### src/rtl/baud_tick_gen.sv
module baud_tick_gen #(
  parameter int SCALE_W   = 12,
  parameter int STEP_W    = 16,
  parameter int SCALE_LSB = 16,
  parameter int CTRL_W    = 32
) (
  input  logic              clk,
  input  logic              rst_n,
  input  logic              en,
  input  logic [CTRL_W-1:0] ctrl_word,
  output logic              tick
);
  localparam int ACC_W = STEP_W + 1;
  localparam int CFG_W = SCALE_LSB + SCALE_W;

  logic [CFG_W-1:0]   cfg_q;
  logic [SCALE_W-1:0] cnt_q;
  logic [ACC_W-1:0]   acc_q;
  logic               tick_q;
  logic [ACC_W:0]     sum;
  logic               unused_hi;

  wire                changed = ctrl_word[CFG_W-1:0] != cfg_q;
  wire [SCALE_W-1:0]  scale_q = cfg_q[CFG_W-1:SCALE_LSB];
  wire [STEP_W-1:0]   step_q  = cfg_q[STEP_W-1:0];
  wire                wrap    = cnt_q == scale_q;

  assign sum       = {1'b0, acc_q} + {{(ACC_W+1-STEP_W){1'b0}}, step_q};
  assign tick      = tick_q & en;
  assign unused_hi = ^ctrl_word[CTRL_W-1:CFG_W];

  always_ff @(posedge clk or negedge rst_n) begin
    if (!rst_n) begin
      cfg_q  <= '0;
      cnt_q  <= '0;
      acc_q  <= '0;
      tick_q <= 1'b0;
    end else if (changed) begin
      cfg_q  <= ctrl_word[CFG_W-1:0];
      cnt_q  <= '0;
      acc_q  <= '0;
      tick_q <= 1'b0;
    end else if (en) begin
      if (wrap) begin
        cnt_q  <= '0;
        acc_q  <= sum[ACC_W-1:0];
        tick_q <= sum[ACC_W];
      end else begin
        cnt_q  <= cnt_q + 1'b1;
        tick_q <= 1'b0;
      end
    end else begin
      tick_q <= 1'b0;
    end
  end
endmodule

### config.mk
export PLATFORM = sky130hd
export DESIGN_NAME = baud_tick_gen
export DESIGN_NICKNAME = d
export VERILOG_FILES = /design/src/rtl/baud_tick_gen.sv
export SDC_FILE = /design/constraint.sdc
export NUM_CORES = 1
export LEC_CHECK = 0
export CAP_MARGIN = 20
export CORE_MARGIN = 5
export CORE_UTILIZATION = 30
export CTS_CLUSTER_SIZE = 16
export DETAILED_ROUTE_END_ITERATION = 10
export DONT_BUFFER_PORTS = 1
export GPL_TIMING_DRIVEN = 0
export SLEW_MARGIN = 20
export SYNTH_ARGS = -nofsm -noshare
export SYNTH_HDL_FRONTEND = slang
export SYNTH_SLANG_ARGS = --single-unit
### constraint.sdc
create_clock -name clk -period 1.9 [get_ports clk]
set_input_delay 0.285 -clock clk [delete_from_list [all_inputs] [get_ports clk]]
set_output_delay 0.285 -clock clk [all_outputs]
set_load 0.005 [all_outputs]
Word-level counts from Yosys, hierarchy flattened
Cells that the tools add are included.
{"block": "classes", "bitwise_logic": 1, "n_lt_le_gt_ge": 0, "div": 0, "shifts": 0, "reduce_logical": 3, "addsub": 2, "muxes": 9, "eq_ne": 2, "multipliers": 0}
{"operator": "17-bit two-way mux", "n": 3}
{"operator": "12-bit two-way mux", "n": 3}
{"operator": "28-bit != test", "n": 1}
{"operator": "17-bit by 16-bit adder with 18-bit output", "n": 1}
{"operator": "12-bit by 1-bit adder with 12-bit output, second input constant", "n": 1}
{"operator": "12-bit equality test", "n": 1}
{"operator": "2-bit nonzero test", "n": 2}
{"operator": "1-bit two-way mux", "n": 3}
{"operator": "2-bit AND reduction", "n": 1}
{"operator": "1-bit bitwise AND", "n": 1}
{"block": "totals", "elab_cells": 21, "latchBits": 0, "n_memories": 0, "ramBits": 0, "out_inout_bits": 1, "register_bits": 58, "inputBits": 35, "romBits": 0}

Depth between registers and ports, before layout
Gate-level depths: netlist of the first run.
{"block": "depth", "word_depth": 4, "mapped_depth": 10, "depth_no_buf": 10}

Least setup slack after synthesis of the first run
OpenSTA, ideal clock, no wires.
{"block": "synth_path", "kind": "reg-to-reg", "from": "reg cfg_q[0]", "to": "reg acc_q[14]", "period_less_slack_ps": 2089, "t_required_ps": 1822, "path_stages_with_launch": 11, "t_arrival_ps": 2011, "slack_ps": -189, "n_path_buf": 0, "setup_ps": 78, "cell_sequence": "dfrtp_1 > ha_1 > inv_1 > fa_1 > nor2b_1 > o31ai_1 > a21o_1 > o41a_1 > xnor2_1 > nand2_1 > a21oi_1"}
{"block": "synth_between", "elab_chain_len": 4, "word_cells_on_any_way": 8, "cone_classes": "add/sub: 1; eq/ne: 1; mux: 3; reduce/logical: 3"}
{"item": "start: declaration", "line_no": "16", "source": "logic [CFG_W-1:0] cfg_q;"}
{"item": "start signal: assignment", "line_no": "39", "source": "cfg_q <= ctrl_word[CFG_W-1:0];"}
{"item": "17-bit by 16-bit adder with 18-bit output", "line_no": "28", "source": "assign sum = {1'b0, acc_q} + {{(ACC_W+1-STEP_W){1'b0}}, step_q};"}
{"item": "17-bit two-way mux", "line_no": "44", "source": "if (wrap) begin"}
{"item": "17-bit two-way mux", "line_no": "43", "source": "end else if (en) begin"}
{"item": "17-bit two-way mux", "line_no": "38", "source": "end else if (changed) begin"}
{"item": "end signal: assignment", "line_no": "46", "source": "acc_q <= sum[ACC_W-1:0];"}
{"item": "end: declaration", "line_no": "18", "source": "logic [ACC_W-1:0] acc_q;"}
Parallel ways exist; a longest one is shown, timed or not. The select of a mux whose other input is x is not followed.
A chain may end at the register's enable or synchronous reset.

Worst setup path after layout of the first run
Same ends and word-level chain as after synthesis.

==> results of run 1 <==
metal layers:
layer  vias to the layer above  share of wire
li1                       1249              -
met1                      1227           0.43
met2                        62           0.50
met3                        17          0.057
met4                         0          0.015
met5                         -              0
what timing repair did:
action | 4_1_cts | 5_1_grt
setup endpoints to repair | 30 | 30
pin swaps | 24 | 20
hold buffers | 2 | 0
setup buffers | 12 | 2
gates cloned | 0 | 2
resized for setup | 26 | 41
endpoints found under the hold margin | 58 | 0
registers in the layout (all words and copies together), names as in the netlist:
| register | flops |
|---|---|
| acc_q | 17 |
| cfg_q | 28 |
| cnt_q | 12 |
| tick_q | 1 |
power by group through the flow:
| stage | clock network (mW) | logic, mW | registers, mW |
|---|---|---|---|
| CTS | 1.03 | 0.222 | 1.30 |
| floorplan | 0 | 0.136 | 1.31 |
| detailed placement | 0 | 0.170 | 1.32 |
| global placement | 0 | 0.167 | 1.32 |
| finish | 1.01 | 0.230 | 1.30 |
| global route | 1.08 | 0.258 | 1.30 |
area by class of cell:
class / instances / area, um^2 / area share
Timing Repair Buffer: 18 / 163.9 / 0.03941
Tap cell: 140 / 175.2 / 0.04212
Clock inverter: 5 / 30.03 / 0.007220
Multi-Input combinational cell: 252 / 2012 / 0.4838
Clock buffer: 11 / 141.4 / 0.03400
Inverter: 5 / 18.77 / 0.004513
Sequential cell: 58 / 1455 / 0.3499
Buffer: 35 / 162.7 / 0.03911
cells in the mapped netlist, drive strengths merged:
cell,n,area share
buf,2,0.0030
nand4,13,0.025
o211ai,1,0.0023
fa,1,0.0060
dfrtp,58,0.44
and3,5,0.0094
a311o,1,0.0030
o21a,1,0.0023
or3,3,0.0057
a21oi,34,0.054
nor3,7,0.014
xnor2,34,0.090
nor2,15,0.017
a21o,8,0.018
or3b,3,0.0079
and2,3,0.0057
or2,1,0.0019
a31o,1,0.0026
nand2b,3,0.0057
nand2,40,0.048
a21bo,1,0.0030
nor2b,2,0.0038
nor4,4,0.0075
o31ai,1,0.0023
ha,17,0.064
a211oi,3,0.0083
xor2,20,0.053
o21bai,2,0.0045
a41oi,1,0.0026
mux2,1,0.0034
nand3b,2,0.0045
inv,5,0.0057
o21ai,12,0.018
a31oi,1,0.0019
o41a,1,0.0034
clkbuf,33,0.037
nor3b,3,0.0068
nand3,6,0.0091
a311oi,1,0.0026
logic make-up (layout without fill, tap and decap cells):
group | after synthesis | in the layout | synth area share
xor+xnor | 54 | 54 | 0.1427
compound gates | 69 | 69 | 0.1287
mux | 1 | 1 | 0.003397
flops | 58 | 58 | 0.4379
buf+inv | 40 | 74 | 0.04606
fa+ha+maj | 18 | 18 | 0.07021
simple gates | 110 | 110 | 0.1710
worst max-delay path by stage:
stage	from	end	slack, ns
floorplan	cfg_q[0]$_DFFE_PN0N_	acc_q[14]$_DFFE_PN0P_	-0.10
finish	cfg_q[0]$_DFFE_PN0N_	acc_q[14]$_DFFE_PN0P_	-0.23
CTS	cfg_q[0]$_DFFE_PN0N_	acc_q[14]$_DFFE_PN0P_	-0.29
detailed placement	cfg_q[0]$_DFFE_PN0N_	acc_q[14]$_DFFE_PN0P_	-0.36
global placement	cfg_q[0]$_DFFE_PN0N_	acc_q[14]$_DFFE_PN0P_	-0.28
global route	acc_q[0]$_DFFE_PN0P_	acc_q[14]$_DFFE_PN0P_	-0.34
==> summary by stage, run 1 <==
Pwr
The static leakage power is 1.632 nW. The share of total power dissipated in the clock network is 0.398. The peak supply drop is 0.0002620 V. The proportion of total power due to net switching is 0.2587. Of the total power, registers draw 0.512. The overall power after layout is 2.540 mW.

In this run the power spent charging and discharging nets is 0.6572 mW. The total power per unit cell area is 610.8 mW/mm^2. The internal portion of total power is 1.883 mW. The part of the power in combinational logic is 0.091.

GRT
The global routing usage summed across all routing layers is 0.1339. The via count of the first global-routing pass came to 2,667. The pin count of the biggest net entering global routing is 59. The met2 track demand over resource is 0.2296.

The initial antenna violation count is 0. For this run, global-route usage on met1 was measured as 0.1659. The peak-usage layer in the global routing report is met2.

For met3 alone, demand over resource in global routing was 0.03842. For this run the aggregate overflow at the end of global routing stands at 0. The global-route wire length before repair is 13,630 um.

Timing
The max-slew violation count is 0. The number of hold violations in the final report is 0. Across all setup checks in the final design, the least slack found is -0.2279 ns. The minimum clock period is 2.128 ns. Setup total negative slack on the finished layout was measured at -1.547 ns.

The relative slew slack is 0.7203. The actual transition at the worst max-transition pin is 0.4157 ns. For the final database, setup skew stands at 0.008921 ns. The final setup violation count is 10. Setup repair after global routing could not meet its margin everywhere. For this run, the top clock speed supported by timing is 0.4699 GHz. Dividing the final minimum period by the clock period gives 1.120.

The worst hold margin is 0.03126 ns.

Min path
The end point of the most critical hold path is cfg_q[24]$_DFFE_PN0N_. The instance count along the most critical hold path is 1. The path class of the tightest hold or removal check is primary input to flip-flop. The worst hold path begins at ctrl_word[24].

Yosys
The average cell area after synthesis is 9.470 um^2. The share of the Yosys chip area taken by registers is 0.4379. The post-synth net total is 403. The synthesized netlist occupies a cell area of 0.003314 mm^2. Yosys mapped the design onto 43 distinct sky130hd cell types.

The number of flip-flops and latches in the synthesized netlist is 58. The cell count after synthesis is 350. For this run, the number of Yosys warnings is 0.

Die
The total number of placement rows is 38. The floorplan step set the die height to 115.1 um. The region available for standard cell placement spans 0.01084 mm^2. The starting density of the core is 0.3057. The floorplan step defined a die boundary enclosing 0.01325 mm^2. The width of the die is 115.1 um. Pin placement for this block handled 36 I/O pins.

Critical path
The largest single stage delay on the critical path is 0.39 ns. The critical path startpoint category is a flip-flop. The arrival time at the worst endpoint is 2.40 ns. Across all register-to-register paths, the minimum setup slack is -0.23 ns.

Data on the critical path is required at its endpoint by 2.18 ns. Measured in cells, the most critical reg-to-reg path has a length of 10. Counting both buffers and inverters, the worst setup path holds a total of 1. The class of the most critical setup path is flip-flop to flip-flop. The startpoint of the lowest-slack register-to-register path is cfg_q[0]$_DFFE_PN0N_. The worst setup path is captured at a flip-flop. The signal on the critical path passes through ha_4 -> inv_2 -> fa_2 -> nor2b_4 -> o31ai_4 -> a21o_1 -> o41a_1 -> xnor2_1 -> nand2_1 -> a21oi_2. Counting buffers and inverters, the worst setup path is 10 cells deep. In this run the worst path has a maximum fanout of 4.

The worst flop-to-flop path endpoint is acc_q[14]$_DFFE_PN0P_. The kind of cell adding the most delay to the critical path is compound AO/OA/AOI/OAI gates. The cell at the slowest stage of the critical path is sky130_fd_sc_hd__dfrtp_1.

Finish
Leaving out fill and tap cells, the most frequent cells in the layout are 55 x sky130_fd_sc_hd__dfrtp_1, 39 x sky130_fd_sc_hd__nand2_1, 30 x sky130_fd_sc_hd__clkbuf_1. The area of all placed cells without fillers is 0.004159 mm^2. Counting the fill cells in the layout gives 1,064.

Relative to the synthesized area, the layout overhead comes to 25.48%. The repair_antennas step left the layout with diodes totalling 0. Of the cells placed in the final design, the portion with a size suffix greater than 1 is 0.2370.

The number of nets at the end of the flow is 432. Leaving out fill and tap cells, the most frequent cell in the layout is sky130_fd_sc_hd__dfrtp_1. Measured on the finished design, the core utilization comes to 0.3837. The final non-filler cell total is 524.

Clock tree
The clock root buffer master is sky130_fd_sc_hd__clkbuf_8. The maximum level of the CTS H-tree is 3. The later pin in the worst-skew pair is clocked with a latency of 0.35 ns. The CTS sink count is 58.

Counting the buffers created by CTS gives 9. The clock passes through at most 2 buffers. After clock tree synthesis, the clock-pin slew on the worst setup and hold paths is 0.07 ns. The CTS tree is done.

Place
Once placement completed, the tool counted placed cells totaling 490. Detailed placement finished with a half-perimeter wire length of 6041 um. Routability-driven placement finished with a final weighted congestion of 0.8456.

The worst setup timing slack at the placement stage is -0.3557 ns. The placed standard-cell area is 0.003562 mm^2. The count of port buffers added during placement is 0.

Outcome
The final reports fail on negative setup slack. The run finished, with violations left.

Drt
The residual antenna-violating net count after detailed routing is 0. After the first detailed-routing iteration, the DRC count stood at 124. The average via count per standard cell is 4.876. After detailed routing, the number of remaining DRC violations is 0. Detailed routing inserted a total of 2,555 vias. For this run, the detailed router's first-pass iteration total came to 4.

The routed length per instance is 16.33 um. The final wirelength is 8555 um.

Flow run
The tool flagged a number of max-cap violations equal to 0.
No activity file was read; power rests on OpenSTA's default activity.
==> run 2, diff against run 1 <==
- PLACE_DENSITY: not set -> 0.45
- SKIP_CTS_REPAIR_TIMING: not set -> 1
==> run 2 against run 1 <==
Against the previous run: the flow still finishes with violations (negative setup slack); register-to-register slack got worse by 0.11 ns; non-clock buffer count decreased by 6; largest power group unchanged; clock power up 29%; design area is 1.8% lower; final cell count shrank 1.1%; sequential cell count stayed put.
==> summary by stage, run 2 (synthesis results as in run 1) <==
Critical path
The kind of cell adding the most delay to the critical path was compound AO/OA/AOI/OAI gates (unchanged). The critical path startpoint category is a flip-flop (unchanged). The reg2reg setup slack is -0.33 ns (was -0.23 ns).

The class of the most critical setup path is flip-flop to flip-flop (unchanged). The largest stage delay on the critical path came to 0.37 ns (was 0.39 ns). The buffering stage count on the worst path with inverters included is 1 (unchanged). The worst reg-to-reg path cell count is 10 (unchanged).

The worst flop-to-flop path endpoint is acc_q[14]$_DFFE_PN0P_ (unchanged). The maximum fanout encountered on the critical timing path was 4 (unchanged). Sequence of cells on the critical path: ha_2 -> inv_2 -> fa_2 -> nor2b_4 -> o31ai_4 -> a21o_1 -> o41a_1 -> xnor2_1 -> nand2_1 -> a21oi_1 (was ha_4 -> inv_2 -> fa_2 -> nor2b_4 -> o31ai_4 -> a21o_1 -> o41a_1 -> xnor2_1 -> nand2_1 -> a21oi_2).

The data required time at the worst endpoint is 2.19 ns (was 2.18 ns). The arrival time at the worst endpoint is 2.53 ns (was 2.40 ns). The startpoint of the lowest-slack register-to-register path is cfg_q[0]$_DFFE_PN0N_ (unchanged). The type of element capturing the critical path is a flip-flop (unchanged). The total stage count of the critical path came to 10 (unchanged). The cell at the slowest stage of the critical path is sky130_fd_sc_hd__dfrtp_1 (unchanged).

Finish
Most frequent cells in the layout: 56 x sky130_fd_sc_hd__dfrtp_1, 39 x sky130_fd_sc_hd__nand2_1, 30 x sky130_fd_sc_hd__clkbuf_1 (was 55 x sky130_fd_sc_hd__dfrtp_1, 39 x sky130_fd_sc_hd__nand2_1, 30 x sky130_fd_sc_hd__clkbuf_1). The fraction of final layout cells with drive strength greater than 1 was 0.1984 (was 0.2370). The number of nets at the end of the flow is 426 (was 432). The layout overhead on the synthesized area is 23.18% (was 25.48%). The number of antenna repair diodes came to 0 (unchanged).

The area of all placed cells without fillers came to 0.004083 mm^2 (was 0.004159 mm^2). The sequential cell area came to 0.001454 mm^2 (was 0.001455 mm^2). The register bank with the most flops was cfg_q (unchanged).

The most frequent standard cell in the layout excluding fill and tap cells is sky130_fd_sc_hd__dfrtp_1 (unchanged). Top Registers: cfg_q: 28 flops, acc_q: 17 flops, cnt_q: 12 flops (unchanged). The area of combinational cells with multiple inputs is 0.001946 mm^2 (was 0.002012 mm^2). The number of flip-flops under the largest register name is 28 (unchanged). The filler cell count was 1,125 (was 1,064).

Clock tree
The clock insertion delay at the later pin of the skew report came to 0.36 ns (was 0.35 ns). The CTS tree was done (unchanged). The clock root buffer master was sky130_fd_sc_hd__clkbuf_8 (unchanged).

The number of buffers between clock root and the deepest sink came to 2 (unchanged). The CTS sink count is 58 (unchanged). The total clock buffers created by CTS is 9 (unchanged). The clock input transition at the sequential cells of the worst setup and hold paths is 0.08 ns (was 0.07 ns). The maximum level of the CTS H-tree is 3 (unchanged).

Place
The count of port buffers added during placement is 0 (unchanged). The placed standard-cell area is 0.003562 mm^2 (unchanged). The final weighted congestion of routability-driven global placement is 0.7919 (was 0.8456).

The placed wire-length estimate came to 6124 um (was 6041 um).

GRT
The via count of the first global-routing pass is 2,547 (was 2,667). The overflow left after global routing is 0 (unchanged). The global-route met3 utilization is 0.05105 (was 0.03842).

The pin count of the biggest net entering global routing is 59 (unchanged). The met2 track demand over resource is 0.2110 (was 0.2296). The initial antenna violation count is 0 (unchanged). The global-route wire length before repair is 13,460 um (was 13,630 um). The routing usage on met1 came to 0.1757 (was 0.1659). The peak-usage layer in the global routing report is met2 (unchanged). The global routing usage summed across all routing layers is 0.1354 (was 0.1339).

Timing
The final setup violation count is 11 (was 10). The max-slew violation count is 0 (unchanged). The clock skew is 0.01820 ns (was 0.008921 ns). The worst path setup slack after routing is -0.3343 ns (was -0.2279 ns). The actual transition at the worst max-transition pin is 0.4503 ns (was 0.4157 ns).

Setup repair after global routing missed its margin: yes (unchanged). The relative slew slack is 0.6970 (was 0.7203). The worst hold margin is 0.02550 ns (was 0.03126 ns). The number of hold violations in the final report is 0 (unchanged). The minimum clock period is 2.234 ns (was 2.128 ns).

The highest clock rate came to 0.4476 GHz (was 0.4699 GHz). The ratio of final minimum period to clock period was 1.176 (was 1.120).

Pwr
The peak supply drop is 0.0004452 V (was 0.0002620 V). The static leakage power came to 1.624 nW (was 1.632 nW). The total power per unit cell area is 689.7 mW/mm^2 (was 610.8 mW/mm^2).

The overall power after layout is 2.816 mW (was 2.540 mW).

Drt
The detailed-route DRC error count came to 0 (unchanged). The average via count per standard cell was 4.861 (was 4.876). The residual antenna-violating net count after detailed routing is 0 (unchanged). The routed length per instance is 16.34 um (was 16.33 um). The total via count after detailed routing is 2,518 (was 2,555).

The number of violations reported at the end of detailed-routing iteration 0 is 63 (was 124). The first-pass iteration count of the detailed router came to 4 (unchanged). The final wirelength is 8464 um (was 8555 um).

Outcome
Violated checks: negative setup slack (unchanged). Result of the run: complete, but fails checks (unchanged).

Die
The total number of placement rows was 38 (unchanged). The starting density of the core was 0.3057 (unchanged). The area of the placeable core is 0.01084 mm^2 (unchanged). The I/O pin total was 36 (unchanged).

The total die area was 0.01325 mm^2 (unchanged). The width of the die is 115.1 um (unchanged). The height of the die came to 115.1 um (unchanged).

Min path
The end point of the most critical hold path is cfg_q[6]$_DFFE_PN0N_ (was cfg_q[24]$_DFFE_PN0N_). The classification of the worst-slack hold path was primary input to flip-flop (unchanged). The instance count along the most critical hold path was 1 (unchanged). The worst min-delay path startpoint was ctrl_word[6] (was ctrl_word[24]).

Flow run
The max-cap check violation count is 0 (unchanged).
## run 2: cell types whose count changed in the layout (fill, tap and decap cells not counted), moves of 2 or more
| cell | delta |
|---|---|
| sky130_fd_sc_hd__a21oi_1 | +7 |
| sky130_fd_sc_hd__a21oi_2 | -7 |
| sky130_fd_sc_hd__buf_4 | -3 |
| sky130_fd_sc_hd__buf_6 | -3 |
| sky130_fd_sc_hd__bufinv_16 | +2 |
| sky130_fd_sc_hd__ha_1 | +3 |
| sky130_fd_sc_hd__ha_4 | -3 |
| sky130_fd_sc_hd__nor4_1 | -2 |
| sky130_fd_sc_hd__nor4_2 | +2 |
## run 2: power by group
part	internal [mW]	total [mW]	switching [mW]
registers	1.27	1.30	0.0341
clock network	0.770	1.30	0.530
logic	0.107	0.217	0.110
total	2.14	2.82	0.674
## run 2: worst max path at each step
stage / from / end / slack, ns
floorplan: cfg_q[0]$_DFFE_PN0N_ / acc_q[14]$_DFFE_PN0P_ / -0.10
global placement: cfg_q[0]$_DFFE_PN0N_ / acc_q[14]$_DFFE_PN0P_ / -0.34
detailed placement: cfg_q[0]$_DFFE_PN0N_ / acc_q[14]$_DFFE_PN0P_ / -0.35
CTS: cfg_q[0]$_DFFE_PN0N_ / acc_q[14]$_DFFE_PN0P_ / -0.36
global route: cfg_q[0]$_DFFE_PN0N_ / acc_q[14]$_DFFE_PN0P_ / -0.45
finish: cfg_q[0]$_DFFE_PN0N_ / acc_q[14]$_DFFE_PN0P_ / -0.33
## run 2: cell type report
cell class,instances,share of cell area
Buffer,35,0.03678
Timing Repair Buffer,12,0.02942
Inverter,5,0.004597
Sequential cell,58,0.3561
Multi-Input combinational cell,252,0.4766
Clock inverter,5,0.01900
Clock buffer,11,0.03463
Tap cell,140,0.04291
## run 2: per-stage QoR
stage                     setup slack, ns  TNS (ns)  std cells    util
after CTS                         -0.3630    -4.768        506  0.3488
final                             -0.3343    -1.846        518  0.3766
after global routing              -0.4474    -2.945        518  0.3766
after global placement            -0.3387    -4.554        490  0.3286
after floorplan                   -0.1038   -0.1597        350       -
after detailed placement          -0.3485    -4.252        490  0.3286
## run 2: per-layer routing
layer  wire length [um]  up-vias
li1                   -     1242
met3                400       13
met2               3929       41
met4                146        0
met1               3988     1222
met5                  0        -
